===== config.mk =====
export PLATFORM = sky130hd
export DESIGN_NAME = seg_addr_gen
export DESIGN_NICKNAME = d
export VERILOG_FILES = /design/src/rtl/seg_addr_pkg.sv /design/src/rtl/seg_bank.sv /design/src/rtl/seg_pick.sv /design/src/rtl/sp_unit.sv /design/src/rtl/addr_stage.sv /design/src/rtl/seg_addr_gen.sv
export SDC_FILE = /design/constraint.sdc
export NUM_CORES = 1
export LEC_CHECK = 0
export ABC_CLOCK_PERIOD_IN_PS = 8000
export CAP_MARGIN = 20
export CORE_MARGIN = 2
export CORE_UTILIZATION = 45
export CTS_CLUSTER_DIAMETER = 120
export DETAILED_ROUTE_END_ITERATION = 16
export PLACE_DENSITY = 0.69
export SLEW_MARGIN = 20
export SYNTH_ARGS = -nofsm -noshare
export SYNTH_HDL_FRONTEND = slang
export SYNTH_SLANG_ARGS = --single-unit

===== constraint.sdc =====
create_clock -name clk -period 8 [get_ports clk]
set_input_delay 1.2 -clock clk [delete_from_list [all_inputs] [get_ports clk]]
set_output_delay 1.2 -clock clk [all_outputs]
set_load 0.01 [all_outputs]

===== src/rtl/seg_addr_pkg.sv =====
package seg_addr_pkg;

  localparam int NUM_SEG   = 4;
  localparam int SEG_IDX_W = $clog2(NUM_SEG);

  typedef enum logic [1:0] {
    ACC_FETCH = 2'd0,
    ACC_DATA  = 2'd1,
    ACC_STACK = 2'd2,
    ACC_RSVD  = 2'd3
  } acc_kind_e;

  typedef enum logic [SEG_IDX_W-1:0] {
    SEG_CODE  = 2'd0,
    SEG_DATA  = 2'd1,
    SEG_STACK = 2'd2,
    SEG_EXTRA = 2'd3
  } seg_id_e;

  typedef enum logic [1:0] {
    STK_NONE = 2'd0,
    STK_PUSH = 2'd1,
    STK_POP  = 2'd2,
    STK_RSVD = 2'd3
  } stk_op_e;

endpackage


===== src/rtl/seg_bank.sv =====
// Segment register file: one register per segment, each with its own load enable.
module seg_bank
  import seg_addr_pkg::*;
#(
  parameter int SEG_W = 16
) (
  input  logic                          clk,
  input  logic                          rst_n,
  input  logic                          wr_en,
  input  logic [SEG_IDX_W-1:0]          wr_sel,
  input  logic [SEG_W-1:0]              wr_data,
  output logic [NUM_SEG-1:0][SEG_W-1:0] seg_q
);

  for (genvar g = 0; g < NUM_SEG; g++) begin : g_seg
    logic             hit;
    logic [SEG_W-1:0] seg_d;

    always_comb begin
      hit   = wr_en && (wr_sel == SEG_IDX_W'(g));
      seg_d = hit ? wr_data : seg_q[g];
    end

    always_ff @(posedge clk or negedge rst_n) begin
      if (!rst_n) begin
        seg_q[g] <= '0;
      end else if (hit) begin
        seg_q[g] <= seg_d;
      end
    end
  end

endmodule


===== src/rtl/seg_pick.sv =====
// Chooses the segment for a request: the default by kind, or the override on data accesses.
module seg_pick
  import seg_addr_pkg::*;
#(
  parameter int SEG_W = 16
) (
  input  acc_kind_e                     kind,
  input  logic                          ovr_en,
  input  seg_id_e                       ovr_sel,
  input  logic [NUM_SEG-1:0][SEG_W-1:0] seg_q,
  output seg_id_e                       sel_idx,
  output logic [SEG_W-1:0]              seg_val
);

  seg_id_e dflt_idx;
  logic    ovr_ok;

  always_comb begin
    unique case (kind)
      ACC_FETCH: dflt_idx = SEG_CODE;
      ACC_STACK: dflt_idx = SEG_STACK;
      default:   dflt_idx = SEG_DATA;
    endcase
    ovr_ok  = ovr_en && (kind != ACC_FETCH) && (kind != ACC_STACK);
    sel_idx = ovr_ok ? ovr_sel : dflt_idx;
    seg_val = seg_q[sel_idx];
  end

endmodule


===== src/rtl/sp_unit.sv =====
// Stack pointer: software load, pre-decrement push, post-increment pop.
module sp_unit
  import seg_addr_pkg::*;
#(
  parameter int OFF_W      = 16,
  parameter int WORD_BYTES = 2
) (
  input  logic             clk,
  input  logic             rst_n,
  input  logic             stk_fire,
  input  stk_op_e          stk_op,
  input  logic             wr_en,
  input  logic [OFF_W-1:0] wr_data,
  output logic [OFF_W-1:0] sp_q,
  output logic [OFF_W-1:0] sp_addr,
  output logic             sp_used
);

  localparam logic [OFF_W-1:0] STEP = OFF_W'(WORD_BYTES);

  logic [OFF_W-1:0] sp_dec;
  logic [OFF_W-1:0] sp_inc;
  logic [OFF_W-1:0] sp_adj;
  logic [OFF_W-1:0] sp_d;
  logic             sp_en;

  always_comb begin
    sp_dec = sp_q - STEP;
    sp_inc = sp_q + STEP;
    unique case (stk_op)
      STK_PUSH: begin sp_addr = sp_dec; sp_adj = sp_dec; sp_used = 1'b1; end
      STK_POP:  begin sp_addr = sp_q;   sp_adj = sp_inc; sp_used = 1'b1; end
      default:  begin sp_addr = sp_q;   sp_adj = sp_q;   sp_used = 1'b0; end
    endcase
    sp_d  = wr_en ? wr_data : sp_adj;
    sp_en = wr_en || (stk_fire && sp_used);
  end

  always_ff @(posedge clk or negedge rst_n) begin
    if (!rst_n) begin
      sp_q <= '0;
    end else if (sp_en) begin
      sp_q <= sp_d;
    end
  end

endmodule


===== src/rtl/addr_stage.sv =====
// Shift-and-add of segment and offset, registered with a valid strobe.
module addr_stage #(
  parameter int SEG_W  = 16,
  parameter int OFF_W  = 16,
  parameter int SHIFT  = 4,
  parameter int ADDR_W = SEG_W + SHIFT
) (
  input  logic              clk,
  input  logic              rst_n,
  input  logic              req_valid,
  input  logic [SEG_W-1:0]  seg_val,
  input  logic [OFF_W-1:0]  offset,
  output logic              addr_valid,
  output logic [ADDR_W-1:0] addr_out
);

  logic [ADDR_W-1:0] base;
  logic [ADDR_W-1:0] off_ext;
  logic [ADDR_W-1:0] addr_d;

  always_comb begin
    base    = {seg_val, {SHIFT{1'b0}}};
    off_ext = ADDR_W'(offset);
    addr_d  = base + off_ext;
  end

  always_ff @(posedge clk or negedge rst_n) begin
    if (!rst_n) begin
      addr_valid <= 1'b0;
    end else begin
      addr_valid <= req_valid;
    end
  end

  always_ff @(posedge clk or negedge rst_n) begin
    if (!rst_n) begin
      addr_out <= '0;
    end else if (req_valid) begin
      addr_out <= addr_d;
    end
  end

endmodule


===== src/rtl/seg_addr_gen.sv =====
module seg_addr_gen
  import seg_addr_pkg::*;
#(
  parameter int SEG_W      = 16,
  parameter int OFF_W      = 16,
  parameter int SHIFT      = 4,
  parameter int WORD_BYTES = 2
) (
  input  logic                   clk,
  input  logic                   rst_n,
  input  logic                   seg_wr_en,
  input  logic [1:0]             seg_wr_sel,
  input  logic [SEG_W-1:0]       seg_wr_data,
  input  logic                   sp_wr_en,
  input  logic [OFF_W-1:0]       sp_wr_data,
  input  logic                   req_valid,
  input  logic [1:0]             req_kind,
  input  logic [1:0]             req_stk_op,
  input  logic                   req_ovr_en,
  input  logic [1:0]             req_ovr_sel,
  input  logic [OFF_W-1:0]       req_offset,
  output logic [OFF_W-1:0]       sp_value,
  output logic                   addr_valid,
  output logic [SEG_W+SHIFT-1:0] addr_out
);

  localparam int ADDR_W = SEG_W + SHIFT;

  logic [1:0] rst_pipe;
  logic       rst_n_sync;

  always_ff @(posedge clk or negedge rst_n) begin
    if (!rst_n) begin
      rst_pipe <= 2'b00;
    end else begin
      rst_pipe <= {rst_pipe[0], 1'b1};
    end
  end
  assign rst_n_sync = rst_pipe[1];

  acc_kind_e                     kind;
  stk_op_e                       op;
  seg_id_e                       sel_idx;
  logic [NUM_SEG-1:0][SEG_W-1:0] seg_q;
  logic [SEG_W-1:0]              seg_val;
  logic [OFF_W-1:0]              sp_addr;
  logic                          sp_used;
  logic                          stk_fire;
  logic [OFF_W-1:0]              eff_off;

  always_comb begin
    kind     = acc_kind_e'(req_kind);
    op       = stk_op_e'(req_stk_op);
    stk_fire = req_valid && (kind == ACC_STACK);
    eff_off  = ((kind == ACC_STACK) && sp_used) ? sp_addr : req_offset;
  end

  seg_bank #(.SEG_W(SEG_W)) u_bank (
    .clk     (clk),
    .rst_n   (rst_n_sync),
    .wr_en   (seg_wr_en),
    .wr_sel  (seg_wr_sel),
    .wr_data (seg_wr_data),
    .seg_q   (seg_q)
  );

  seg_pick #(.SEG_W(SEG_W)) u_pick (
    .kind    (kind),
    .ovr_en  (req_ovr_en),
    .ovr_sel (seg_id_e'(req_ovr_sel)),
    .seg_q   (seg_q),
    .sel_idx (sel_idx),
    .seg_val (seg_val)
  );

  sp_unit #(.OFF_W(OFF_W), .WORD_BYTES(WORD_BYTES)) u_sp (
    .clk      (clk),
    .rst_n    (rst_n_sync),
    .stk_fire (stk_fire),
    .stk_op   (op),
    .wr_en    (sp_wr_en),
    .wr_data  (sp_wr_data),
    .sp_q     (sp_value),
    .sp_addr  (sp_addr),
    .sp_used  (sp_used)
  );

  addr_stage #(
    .SEG_W  (SEG_W),
    .OFF_W  (OFF_W),
    .SHIFT  (SHIFT),
    .ADDR_W (ADDR_W)
  ) u_addr (
    .clk        (clk),
    .rst_n      (rst_n_sync),
    .req_valid  (req_valid),
    .seg_val    (seg_val),
    .offset     (eff_off),
    .addr_valid (addr_valid),
    .addr_out   (addr_out)
  );

endmodule


; After elaboration in Yosys (flattened, before gate mapping)
; Cells that the tools add are included.
[op_classes]
addsub = 3
n_lt_le_gt_ge = 1
eq_ne = 7
n_mux = 9
n_reduce_logical = 16
[ops]
columns = cell, n
row1 = $mux 16, 4
row2 = $bmux 16 s2, 1
row3 = $pmux 16 s2, 1
row4 = $add 20x16->20, 1
row5 = $add 16x2->16 const B, 1
row6 = $sub 16x2->16 const B, 1
row7 = $logic_and 1x1->1, 9
row8 = $eq 2x2->1 const B, 4
row9 = $eq 2x1->1 const B, 2
row10 = $logic_not 2->1, 2
row11 = $pmux 2 s2, 1
row12 = $lt 2x3->1 const B, 1
row13 = $reduce_bool 3->1, 1
row14 = $mux 2, 1
row15 = $ne 2x2->1 const B, 1
row16 = $reduce_and 2->1, 1
row17 = $reduce_bool 2->1, 1
row18 = $reduce_or 2->1, 1
row19 = $logic_or 1x1->1, 1
row20 = $mux 1, 1
[totals]
reg_bits = 103
inputBits = 62

; Depth between registers and ports, before layout
[logic_depth]
word_depth = 7
ltp_mapped = 15

; Hierarchy
; Synthesis repeated with hierarchy kept, for this count alone.
[hier_totals]
hier_cells = 568
area_unflattened_um2 = 6362.4
[modules_own_cells]
columns = module, n_inst, cells_each, area_per_inst_um2
row1 = seg_bank, 1, 136, 2411.1
row2 = sp_unit, 1, 215, 1659.1
row3 = addr_stage, 1, 136, 1400.1
row4 = seg_pick, 1, 59, 580.6
row5 = seg_addr_gen, 1, 22, 311.5

; Worst setup path after synthesis
; OpenSTA, ideal clock, no wires.
[synth_path]
path_type = input-to-reg
startpoint = input port req_stk_op[0]
endpoint = register u_addr.addr_out[14]
t_arrival_ns = 4.051
t_required_ns = 7.880
slack_ns = 3.829
path_stages = 14
cell_sequence = inv_1 -> ha_1 -> nor2_1 -> buf_1 -> buf_1 -> nor2_1 -> a21oi_1 -> ha_1 -> a21o_1 -> a31o_2 -> o21a_1 -> o21a_1 -> or3_1 -> a31o_2
[synth_via]
elab_chain_cells = 6
[synth_rtl]
columns = element, line_no
row1 = start: declaration, seg_addr_gen.sv:18  ; input logic [1:0] req_stk_op,
row2 = $eq 2x1->1 or $eq 2x2->1 (tied branches), sp_unit.sv:30  ; unique case (stk_op)
row3 = $reduce_or 2->1 (no line), --
row4 = $mux 1, sp_unit.sv:30
row5 = $logic_and 1x1->1, seg_addr_gen.sv:55  ; eff_off = ((kind == ACC_STACK) && sp_used) ? sp_addr : req_offset;
row6 = $mux 16 (*), seg_addr_gen.sv:55
row7 = $add 20x16->20 (*), addr_stage.sv:24  ; addr_d = base + off_ext;
row8 = end signal: assignment, addr_stage.sv:39  ; addr_out <= addr_d;
row9 = end: declaration, addr_stage.sv:14  ; output logic [ADDR_W-1:0] addr_out
; Every way passes the cells marked *; elsewhere a longest branch is shown, timed or not.
; A chain may end at the register's enable or synchronous reset.

; Final worst setup path
[layout_path]
startpoint = input port req_kind[0]
endpoint = register u_addr.addr_out[18]
[layout_via]
elab_chain_cells = 7
[layout_rtl]
columns = element, line_no
row1 = start: declaration, seg_addr_gen.sv:17  ; input logic [1:0] req_kind,
row2 = branches (longest 6 deep; another with $bmux 16 s2), --
row3 = $add 20x16->20 (*), addr_stage.sv:24
; Mark *: on every way between the ends. The select of a mux whose other input is x is not followed.

==> impl_metrics.prom <==
# TYPE chip_impl_metric gauge
chip_impl_info{name="run_status",value="finished, final reports clean"} 1
chip_impl_metric{name="cts_max_level",unit=""} 3
chip_impl_metric{name="synth_enable_flop_cells",unit=""} 0
chip_impl_metric{name="power.static_leakage",unit="nW"} 2.90
chip_impl_metric{name="synth.net_count",unit=""} 599
chip_impl_info{name="crit_path_top_delay_cell",value="sky130_fd_sc_hd__and2_1"} 1
chip_impl_info{name="root_buffer",value="sky130_fd_sc_hd__clkbuf_16"} 1
chip_impl_info{name="path_cells",value="clkdlybuf4s50_1 > and2_1 > mux4_2 > ha_1 > inv_1 > fa_1 > nand2b_1 > a211oi_1 > o2111ai_1 > a211oi_1 > xnor2_1 > a21oi_1"} 1
chip_impl_metric{name="placement.io_buffers",unit=""} 98
chip_impl_metric{name="worst_r2r_path_depth",unit=""} 14
chip_impl_metric{name="post_cts_resized",unit=""} 0
chip_impl_metric{name="maxSlewHeadroom",unit="%"} 35.9
chip_impl_metric{name="grt_overflow_total",unit=""} 0
chip_impl_metric{name="route.detailed.wl_per_inst",unit="µm"} 18.1
chip_impl_metric{name="cts_post_setup_buffers_inserted",unit=""} 0
chip_impl_metric{name="clock_skew",unit="ns"} 0.00632
chip_impl_metric{name="setup_viol_count_final",unit=""} 0
chip_impl_metric{name="detail_route.vias_per_cell",unit=""} 5.55
chip_impl_metric{name="worst_case_vdd_ir_drop",unit="V"} 0.000149
chip_impl_metric{name="grt.met2_usage",unit="%"} 34.5
chip_impl_info{name="critPathMostFrequentCell",value="sky130_fd_sc_hd__a211oi_1"} 1
chip_impl_metric{name="internal-power",unit="mW"} 1.15
chip_impl_metric{name="ant_nets",unit=""} 0
chip_impl_metric{name="netlist_area",unit="µm²"} 5810
chip_impl_metric{name="synth_area_per_cell",unit="µm²"} 11.2
chip_impl_metric{name="synth_top_cell_area_share",unit="%"} 44.4
chip_impl_metric{name="power_density",unit="nW/µm²"} 231
chip_impl_metric{name="clock-sinks",unit=""} 103
chip_impl_metric{name="pwr-share-seq",unit="%"} 42.8
chip_impl_metric{name="critical_path.n_buffers_inverters",unit=""} 2
chip_impl_info{name="hp-class",value="reg -> async"} 1
chip_impl_info{name="rsz0062_at_grt",value="false"} 1
chip_impl_metric{name="reg2reg_slack",unit="ns"} 4.33
chip_impl_info{name="cts_tree",value="done"} 1
chip_impl_metric{name="dieArea",unit="µm²"} 13800
chip_impl_metric{name="report.final.hold_viol_count",unit=""} 0
chip_impl_metric{name="detailed_place_hpwl",unit="µm"} 10400
chip_impl_info{name="timing.critical_path.to_type",value="flop"} 1
chip_impl_metric{name="clkLatencyLatePin",unit="ns"} 0.35
chip_impl_metric{name="post-route-drc-count",unit=""} 0
chip_impl_metric{name="path_depth",unit=""} 12
chip_impl_metric{name="cts_hold_buffers",unit=""} 0
chip_impl_metric{name="clkTransAtPathRegs",unit="ns"} 0.07
chip_impl_metric{name="post_synth_num_cell_types",unit=""} 57
chip_impl_info{name="crit_path_end",value="u_addr.addr_out[18]"} 1
chip_impl_metric{name="drt-pass1-iter-count",unit=""} 4
chip_impl_info{name="start_kind",value="input port"} 1
chip_impl_info{name="top_usage_layer",value="met2"} 1
chip_impl_metric{name="drive_gt1_share",unit="%"} 21.0
chip_impl_metric{name="yosys_warnings",unit=""} 0
chip_impl_metric{name="clock_power_share",unit="%"} 24.9
chip_impl_metric{name="grt_first_pass_wirelength",unit="µm"} 23400
chip_impl_metric{name="cp_slowest_stage_delay",unit="ns"} 0.78
chip_impl_metric{name="synthCells",unit=""} 520
chip_impl_metric{name="switching_share",unit="%"} 30.9
chip_impl_metric{name="worst-path-max-fanout",unit=""} 14
chip_impl_info{name="r2r-start",value="u_sp.sp_q[1]"} 1
chip_impl_metric{name="power.net_switching",unit="mW"} 0.514
chip_impl_info{name="timing.critical_path.max_delay_family",value="compound AO/OA/AOI/OAI gates"} 1
chip_impl_metric{name="placed_cells_incl_taps",unit=""} 763
chip_impl_metric{name="ys_seq_area_share",unit="%"} 44.4
chip_impl_metric{name="setup_total_negative_slack",unit="ns"} 0
chip_impl_metric{name="drtIter0Drc",unit=""} 233
chip_impl_metric{name="stdcell_count",unit=""} 778
chip_impl_info{name="critPathKind",value="in -> reg"} 1
chip_impl_metric{name="finish.net_count",unit=""} 681
chip_impl_info{name="synth_top_cell_by_area",value="sky130_fd_sc_hd__dfrtp_1"} 1
chip_impl_metric{name="grt_max_degree",unit=""} 61
chip_impl_metric{name="die-height",unit="µm"} 118
chip_impl_metric{name="p_comb_share",unit="%"} 32.3
chip_impl_metric{name="cts_inserted_buffers",unit=""} 9
chip_impl_metric{name="die-width",unit="µm"} 118
chip_impl_metric{name="cts_max_path_buffers",unit=""} 2
chip_impl_metric{name="cp_data_required_time",unit="ns"} 8.22
chip_impl_metric{name="timing_worst_slew_pin_value",unit="ns"} 0.959
chip_impl_metric{name="wirelength",unit="µm"} 14100
chip_impl_metric{name="first_global_vias",unit=""} 4500
chip_impl_metric{name="use_met1",unit="%"} 28.2
chip_impl_metric{name="synth_async_reset_ratio",unit="%"} 100
chip_impl_info{name="netlist_top_cells_area",value="sky130_fd_sc_hd__dfrtp_1, sky130_fd_sc_hd__mux2_2, sky130_fd_sc_hd__mux4_2"} 1
chip_impl_metric{name="start_util",unit="%"} 46.0
chip_impl_metric{name="track_usage",unit="%"} 21.3
chip_impl_metric{name="core_area",unit="µm²"} 12600
chip_impl_info{name="critPathLaunch",value="req_kind[0]"} 1
chip_impl_info{name="regToRegEndpoint",value="u_addr.addr_out[14]"} 1
chip_impl_metric{name="post-route-period-util",unit="%"} 59.6
chip_impl_metric{name="vias",unit=""} 4319
chip_impl_metric{name="grt_antenna_before_repair",unit=""} 0
chip_impl_info{name="ys_dominant_reg_cell",value="sky130_fd_sc_hd__dfrtp_1"} 1
chip_impl_metric{name="synth_seq_cells",unit=""} 103
chip_impl_metric{name="synth_to_final_area_change",unit="%"} 23.7
chip_impl_metric{name="core.rowCount",unit=""} 41
chip_impl_metric{name="gpl.final_weighted_congestion",unit=""} 0.921
chip_impl_metric{name="insertedDiodeCount",unit=""} 0
chip_impl_metric{name="groute.layer.met3.usage",unit="%"} 3.63
chip_impl_metric{name="fin_crit",unit="ns"} 4.77
chip_impl_metric{name="cap_violations",unit=""} 0
chip_impl_metric{name="max_slew_violation_total_from_the_final_report",unit=""} 0
chip_impl_metric{name="number_of_primary_i_o_pins",unit=""} 99
chip_impl_metric{name="fmax",unit="MHz"} 210
chip_impl_metric{name="critical_path_arrival",unit="ns"} 4.99
cells by family (layout without fill, tap and decap cells):
logic type,count (synthesis),after routing,synth area share [%]
mux,99,99,22.4
simple gates,137,137,12.0
flops,103,103,44.4
other cells,1,1,0.0645
buf+inv,41,127,2.84
fa+ha+maj,17,17,3.79
compound gates,85,85,8.96
xor+xnor,37,37,5.58
layer usage:
layer | wire [µm] | up-vias
li1 | - | 2045
met1 | 6320 | 2107
met2 | 6670 | 139
met3 | 629 | 28
met4 | 446 | 0
met5 | 0 | -
cell type report:
type,instances,area (µm²)
Inverter,10,37.5
Clock inverter,4,31.3
Multi-Input combinational cell,376,3070
Clock buffer,11,243
Timing Repair Buffer,102,1010
Tap cell,172,215
Sequential cell,103,2580
Fill cell,1096,5430
metrics by stage:
stage / util (%) / worst slack, ns / hold WS [ns] / total power, mW / area, µm²
floorplan: - / 3.83 / 0.331 / 1.03 / 5810
global placement: 54.8 / 3.02 / 0.333 / 1.24 / 6920
detailed placement: 54.8 / 2.86 / 0.342 / 1.26 / 6920
CTS: 57.0 / 3.24 / 0.344 / 1.68 / 7190
global route: 57.0 / 2.91 / 0.386 / 1.76 / 7190
finish: 57.0 / 3.23 / 0.318 / 1.66 / 7190
layout by cell type (no fill, tap or decap), drive strengths merged, types with 2 or more instances in the layout:
cell type	n
a211oi	4
a21o	8
a21oi	30
a31o	3
a31oi	4
and2	3
buf	4
clkbuf	11
clkdlybuf4s50	98
clkinv	2
dfrtp	103
ha	16
inv	12
mux2	80
mux2i	3
mux4	16
nand2	34
nand2b	3
nand3	12
nand3b	2
nand4	7
nor2	47
nor2b	2
nor3	9
nor3b	2
nor4	5
o21a	3
o21ai	22
or2	2
or3	3
xnor2	17
xor2	20
flip-flops by register name, summed over array words and instances (netlist names):
register / flops
rst_pipe: 2
u_addr.addr_out: 20
u_addr.addr_valid: 1
u_bank.seg_q: 64
u_sp.sp_q: 16
worst min path at each step:
stage | startpoint | endpoint | slack, ns | depth (start not counted)
detailed placement | rst_pipe[1] | u_bank.seg_q[62] | 0.34 | 0
global placement | rst_pipe[1] | u_bank.seg_q[62] | 0.33 | 0
CTS | rst_pipe[1] | u_bank.seg_q[62] | 0.34 | 0
finish | rst_pipe[1] | u_bank.seg_q[15] | 0.32 | 0
floorplan | rst_pipe[0] | rst_pipe[1] | 0.33 | 0
global route | rst_pipe[1] | u_bank.seg_q[46] | 0.39 | 0
synth_stat cells, types with 7 or more instances:
| library cell | number |
|---|---|
| sky130_fd_sc_hd__xnor2_1 | 17 |
| sky130_fd_sc_hd__a21oi_1 | 30 |
| sky130_fd_sc_hd__o21ai_0 | 20 |
| sky130_fd_sc_hd__dfrtp_1 | 103 |
| sky130_fd_sc_hd__nor2_1 | 47 |
| sky130_fd_sc_hd__xor2_1 | 20 |
| sky130_fd_sc_hd__mux2_2 | 80 |
| sky130_fd_sc_hd__buf_2 | 9 |
| sky130_fd_sc_hd__nand2_1 | 32 |
| sky130_fd_sc_hd__inv_1 | 10 |
| sky130_fd_sc_hd__mux4_2 | 13 |
| sky130_fd_sc_hd__nand4_1 | 7 |
| sky130_fd_sc_hd__a21o_1 | 8 |
| sky130_fd_sc_hd__clkbuf_1 | 19 |
| sky130_fd_sc_hd__ha_1 | 16 |
| sky130_fd_sc_hd__nor3_1 | 9 |
| sky130_fd_sc_hd__nand3_1 | 11 |
power groups by stage:
stage | Combinational (mW) | Clock (mW) | Sequential (mW)
after floorplan | 0.324 | 0 | 0.710
after global placement | 0.520 | 0 | 0.715
after detailed placement | 0.535 | 0 | 0.721
after CTS | 0.539 | 0.425 | 0.711
after global routing | 0.585 | 0.444 | 0.727
final | 0.537 | 0.414 | 0.711
No activity file was read; power rests on OpenSTA's default activity.
